File: config.mk
export PLATFORM = sky130hd
export DESIGN_NAME = dsp_audio_byte_rx
export DESIGN_NICKNAME = d
export VERILOG_FILES = /design/src/rtl/dspa_rx_pkg.sv /design/src/rtl/dspa_sync.sv /design/src/rtl/dspa_frame_ctrl.sv /design/src/rtl/dspa_capture.sv /design/src/rtl/dsp_audio_byte_rx.sv
export SDC_FILE = /design/constraint.sdc
export NUM_CORES = 1
export LEC_CHECK = 0
export ABC_AREA = 1
export BUFFER_PORTS_ARGS = -buffer_cell sky130_fd_sc_hd__clkbuf_2
export CAP_MARGIN = 40
export CORE_MARGIN = 3
export CORE_UTILIZATION = 50
export DETAILED_ROUTE_END_ITERATION = 16
export MAX_ROUTING_LAYER = met4
export PLACE_DENSITY_LB_ADDON = 0.08
export SLEW_MARGIN = 30
export SYNTH_ARGS = -nofsm -noshare
export SYNTH_HDL_FRONTEND = slang
export SYNTH_HIERARCHICAL = 1
export SYNTH_SLANG_ARGS = --single-unit
File: constraint.sdc
create_clock -name clk -period 1.4 [get_ports clk]
set_input_delay 0.28 -clock clk [delete_from_list [all_inputs] [get_ports clk]]
set_output_delay 0.28 -clock clk [all_outputs]
set_load 0.005 [all_outputs]
File: src/rtl/dspa_rx_pkg.sv
package dspa_rx_pkg;
  typedef enum logic [1:0] {
    ST_IDLE,
    ST_SKIP,
    ST_CAPT,
    ST_DONE
  } rx_state_e;
endpackage

File: src/rtl/dspa_sync.sv
// Multi-stage synchroniser for a vector of asynchronous lines.
module dspa_sync #(
  parameter int W      = 3,
  parameter int STAGES = 2
) (
  input  logic         clk,
  input  logic         rst,
  input  logic [W-1:0] async_in,
  output logic [W-1:0] sync_out
);
  logic [STAGES-1:0][W-1:0] stage_q;

  always_ff @(posedge clk) begin
    if (rst) begin
      stage_q <= '0;
    end else begin
      stage_q[0] <= async_in;
      for (int i = 1; i < STAGES; i++) begin
        stage_q[i] <= stage_q[i-1];
      end
    end
  end

  assign sync_out = stage_q[STAGES-1];
endmodule

File: src/rtl/dspa_frame_ctrl.sv
// Frame sequencing: skip offset, count captured bits, flag short frames.
module dspa_frame_ctrl
  import dspa_rx_pkg::*;
#(
  parameter int OFF_W  = 5,
  parameter int BYTE_W = 8
) (
  input  logic             clk,
  input  logic             rst,
  input  logic             fs_pulse,
  input  logic             smp_pulse,
  input  logic [OFF_W-1:0] cfg_offset,
  output logic             cap_en,
  output logic             cap_last,
  output logic             cap_clear,
  output logic             err_flag
);
  localparam int BIT_W = (BYTE_W > 1) ? $clog2(BYTE_W) : 1;
  localparam logic [BIT_W-1:0] LAST_BIT = BIT_W'(BYTE_W - 1);

  rx_state_e        state_q;
  logic [OFF_W-1:0] skip_q;
  logic [BIT_W-1:0] bit_q;
  logic             skip_end;

  assign skip_end = ({1'b0, skip_q} + 1'b1) == {1'b0, cfg_offset};

  always_ff @(posedge clk) begin
    if (rst) begin
      state_q  <= ST_IDLE;
      skip_q   <= '0;
      bit_q    <= '0;
      err_flag <= 1'b0;
    end else if (fs_pulse) begin
      if (state_q == ST_SKIP || state_q == ST_CAPT) begin
        err_flag <= 1'b1;
      end
      skip_q  <= '0;
      bit_q   <= '0;
      state_q <= (cfg_offset == '0) ? ST_CAPT : ST_SKIP;
    end else if (smp_pulse) begin
      case (state_q)
        ST_SKIP: begin
          if (skip_end) begin
            skip_q  <= '0;
            state_q <= ST_CAPT;
          end else begin
            skip_q <= skip_q + 1'b1;
          end
        end
        ST_CAPT: begin
          if (bit_q == LAST_BIT) begin
            bit_q   <= '0;
            state_q <= ST_DONE;
          end else begin
            bit_q <= bit_q + 1'b1;
          end
        end
        default: begin
          state_q <= state_q;
        end
      endcase
    end
  end

  assign cap_en    = smp_pulse && !fs_pulse && (state_q == ST_CAPT);
  assign cap_last  = cap_en && (bit_q == LAST_BIT);
  assign cap_clear = fs_pulse;
endmodule

File: src/rtl/dspa_capture.sv
// MSB-first shift register and byte output register.
module dspa_capture #(
  parameter int BYTE_W = 8
) (
  input  logic              clk,
  input  logic              rst,
  input  logic              clear,
  input  logic              cap_en,
  input  logic              cap_last,
  input  logic              bit_in,
  output logic [BYTE_W-1:0] data_out,
  output logic              valid_out
);
  logic [BYTE_W-1:0] shift_q;
  logic [BYTE_W-1:0] shift_nxt;

  assign shift_nxt = {shift_q[BYTE_W-2:0], bit_in};

  always_ff @(posedge clk) begin
    if (rst) begin
      shift_q   <= '0;
      data_out  <= '0;
      valid_out <= 1'b0;
    end else begin
      valid_out <= 1'b0;
      if (clear) begin
        shift_q <= '0;
      end else if (cap_en) begin
        shift_q <= shift_nxt;
        if (cap_last) begin
          data_out  <= shift_nxt;
          valid_out <= 1'b1;
        end
      end
    end
  end
endmodule

File: src/rtl/dsp_audio_byte_rx.sv
module dsp_audio_byte_rx #(
  parameter int OFF_W       = 5,
  parameter int BYTE_W      = 8,
  parameter int SYNC_STAGES = 2
) (
  input  logic              clk,
  input  logic              rst,
  input  logic              bclk_in,
  input  logic              wclk_in,
  input  logic              sdata_in,
  input  logic              cfg_sample_falling,
  input  logic [OFF_W-1:0]  cfg_offset,
  output logic [BYTE_W-1:0] out_data,
  output logic              out_valid,
  output logic              frame_err
);
  localparam int N_LINES = 3;
  localparam int IDX_B   = 0;
  localparam int IDX_W   = 1;
  localparam int IDX_D   = 2;

  logic [N_LINES-1:0] lines_s;
  logic               bclk_q;
  logic               wclk_q;
  logic               bclk_rise;
  logic               bclk_fall;
  logic               fs_pulse;
  logic               smp_pulse;
  logic               cap_en;
  logic               cap_last;
  logic               cap_clear;

  dspa_sync #(
    .W      (N_LINES),
    .STAGES (SYNC_STAGES)
  ) u_sync (
    .clk      (clk),
    .rst      (rst),
    .async_in ({sdata_in, wclk_in, bclk_in}),
    .sync_out (lines_s)
  );

  always_ff @(posedge clk) begin
    if (rst) begin
      bclk_q <= 1'b0;
      wclk_q <= 1'b0;
    end else begin
      bclk_q <= lines_s[IDX_B];
      wclk_q <= lines_s[IDX_W];
    end
  end

  assign bclk_rise = lines_s[IDX_B] && !bclk_q;
  assign bclk_fall = !lines_s[IDX_B] && bclk_q;
  assign fs_pulse  = lines_s[IDX_W] && !wclk_q;
  assign smp_pulse = cfg_sample_falling ? bclk_fall : bclk_rise;

  dspa_frame_ctrl #(
    .OFF_W  (OFF_W),
    .BYTE_W (BYTE_W)
  ) u_ctrl (
    .clk        (clk),
    .rst        (rst),
    .fs_pulse   (fs_pulse),
    .smp_pulse  (smp_pulse),
    .cfg_offset (cfg_offset),
    .cap_en     (cap_en),
    .cap_last   (cap_last),
    .cap_clear  (cap_clear),
    .err_flag   (frame_err)
  );

  dspa_capture #(
    .BYTE_W (BYTE_W)
  ) u_cap (
    .clk       (clk),
    .rst       (rst),
    .clear     (cap_clear),
    .cap_en    (cap_en),
    .cap_last  (cap_last),
    .bit_in    (lines_s[IDX_D]),
    .data_out  (out_data),
    .valid_out (out_valid)
  );
endmodule

==> results_dict.tcl <==
set metrics [dict create \
    setup_ws_ns -0.0716 \
    grt_first_pass_wirelength_microns 5600 \
    start_util 0.533 \
    start_kind "flop" \
    root_buffer "clkbuf_4" \
    critPathMaxFanout 6 \
    drtIter0Drc 70 \
    powerDensity_mw_per_mm2 952 \
    reg2reg_to "u_ctrl/state_q[0]" \
    cts_sinks 35 \
    finalCriticalPeriod_ns 1.47 \
    slew_viol_final 0 \
    min_path_type "in2reg" \
    htree_levels 2 \
    ir_drop_uv 890 \
    top_usage_layer "met2" \
    antenna_left 0 \
    die-area_sq_mm 0.00403 \
    fin_area_sq_mm 0.00212 \
    path_clk_slew_ns 0.10 \
    holdPathEnd "u_sync/stage_q[1]" \
    dp_slack_ns -0.0781 \
    wl_per_cell_microns 9.92 \
    yosysSeqAreaShare 0.424 \
    violations "setup timing" \
    nNetsFinal 294 \
    antenna_found_initial 0 \
    numCtsBuffers 5 \
    drc 0 \
    fp.dieW_microns 63.5 \
    worstRegToRegCells 12 \
    grt_util_met2 0.265 \
    ys_seq_elements 35 \
    drive_gt1_frac 0.319 \
    status "complete, but fails checks" \
    r2r_slack_ns -0.07 \
    syn_to_final_growth_pct 28.3 \
    setup_viol 8 \
    worstSetupEndpointType "flop" \
    yosysWarnings 6 \
    routed_wl_microns 3200 \
    leakage_uw 0.000993 \
    gr-total-overflow 0 \
    clk_latency_ns 0.32 \
    rsz0062_at_grt "yes" \
    place_hpwl_microns 2290 \
    drt-pass1-iter-count 4 \
    n_antenna_cell 0 \
    synthMuxAreaShare 0 \
    synth.area.top_cells "dfxtp_1 42%, nand2_1 13%, inv_1 8.6%" \
    dpl_cell_area_sq_mm 0.00192 \
    synth_top_family_by_area "simple AND/OR/NAND/NOR gates" \
    cp.required_ns 1.62 \
    max_slew_margin 0.810 \
    grt_pass1_vias 1315 \
    grt_max_degree 12 \
    io_buffers 20 \
    ios 21 \
    syn_inst 237 \
    grt_util_all_layers 0.175 \
    synth.cell_area_sq_mm 0.00165 \
    hold_start "wclk_in" \
    fill_cells 298 \
    regArea_sq_um 707 \
    cap_violations 0 \
    use_met1 0.236 \
    synthAdderAreaFrac 0.0379 \
    synth_simple_gate_area_frac 0.329 \
    die_y_microns 63.5 \
    synthXorXnorAreaFrac 0 \
    ys_types 21 \
    multi_input_area_sq_um 842 \
    via_count 1507 \
    dp.cells 311 \
    crit_type "reg2reg" \
    skew_ns 0.00632 \
    synth_top_area_frac 0.424 \
    core_sq_mm 0.00310 \
    gp_congestion 0.898 \
    fmaxAchievable_mhz 680 \
    utilization 0.683 \
    crit_arrival_ns 1.70 \
    core.rowCount 20 \
    grtUsageMet3 0.0357 \
    syn-num-nets 253 \
    finalNonFillerCells 323 \
    finalCritPeriodShare 1.05 \
    postSynthAreaPerCell_sq_um 6.97 \
    cts_tree "yes" \
    worst_pin_slew_ns 0.284 \
    synth-compound-area-share 0.0734 \
    worstReg2RegStart "u_ctrl/skip_q[0]" \
    viasPerCell 4.67 \
    cts.path.max_buffers 2 \
    whs_path_depth 3 \
    hold_violations 0 \
    tns_ns -0.251 \
    yosys.area.top_type "dfxtp_1" \
]
## worst max path at each step
| stage | startpoint | to | depth (start not counted) |
|---|---|---|---|
| finish | u_ctrl/skip_q[0] | u_ctrl/state_q[0] | 12 |
| global route | u_ctrl/skip_q[1] | u_ctrl/state_q[0] | 12 |
| CTS | u_ctrl/skip_q[0] | u_ctrl/state_q[0] | 12 |
| detailed placement | u_ctrl/skip_q[0] | u_ctrl/state_q[0] | 12 |
| global placement | u_ctrl/skip_q[1] | u_ctrl/state_q[0] | 12 |
| floorplan | u_ctrl/skip_q[0] | u_ctrl/state_q[0] | 12 |
## placed cells by master (no fill, tap or decap), drive strengths merged
cell type  Yosys  final
ha             5      5
buf            7     19
inv           43     43
nand3b         1      1
nor3           3      3
dfxtp         35     35
bufinv         0      2
nand4          5      5
clkbuf         0     26
a21boi         1      1
o21ai          4      4
a21oi         18     18
nor2          39     39
nand2         62     62
nand3         14     16
## metrics by stage
step / total power, uW / hold WS [ns]
detailed placement: 1170 / 0.392
floorplan: 1120 / 0.351
global route: 2100 / 0.126
global placement: 1160 / 0.389
finish: 2020 / 0.134
CTS: 2040 / 0.117
## synthesized netlist by cell type, drive strengths merged
library cell,instances
nand3,14
nand3b,1
nand4,5
a21oi,18
a21boi,1
o21ai,4
buf,7
dfxtp,35
ha,5
nand2,62
nor3,3
nor2,39
inv,43
## cells by family after synthesis
kind of cell             after synthesis
flip-flops                            35
buffers and inverters                 50
AO/OA/AOI/OAI                         23
AND/OR/NAND/NOR                      124
adder cells (fa/ha/maj)                5
## layer usage
metal / up-vias / wire length (microns)
met4: 0 / 34
met1: 660 / 1590
met3: 4 / 110
met5: - / 0
met2: 28 / 1460
li1: 815 / -
## state kept, by name, indices dropped and copies added, names as in the netlist
signal and cells:
u_cap/data_out 8, u_cap/shift_q 7, u_ctrl/skip_q 5, u_ctrl/bit_q 3, u_sync/stage_q 3, u_sync/sync_out 3
u_ctrl/state_q 2, bclk_q 1, u_cap/valid_out 1, u_ctrl/err_flag 1, wclk_q 1
## power breakdown
part	internal [uW]	switching (uW)	leakage, uW
logic	52.7	81.0	0.000654
registers	1010	7.03	0.000286
clock network	557	311	0.0000525
## worst max-delay path, cell delays in order, from the launching register on
cell and delay, ns:
dfxtp_2 0.35, ha_4 0.27, inv_2 0.03, nand2_2 0.04, nand2_1 0.04, nor2_1 0.09, nand2_1 0.06, nor2_2 0.08
nand3_2 0.13, nand2_2 0.12, nand3_1 0.07, nand2_1 0.06, nor2_1 0.03
## timing repair
item                                    4_1_cts  5_1_grt
hold buffers                                  0        0
cloned                                        2        0
endpoints found under the setup margin       11       23
gates resized for setup                       7       15
buffers inserted                              0        2
pin swaps                                     3        7
## final cells by class
cell class | instances | share of cell area
inverter | 43 | 0.0761
timing repair buffer | 39 | 0.120
clock inverter | 2 | 0.0283
sequential | 35 | 0.333
clock buffer | 6 | 0.0195
tap | 44 | 0.0260
multi-input combinational | 154 | 0.397
Note: power is estimated with default switching activity, not from simulation.
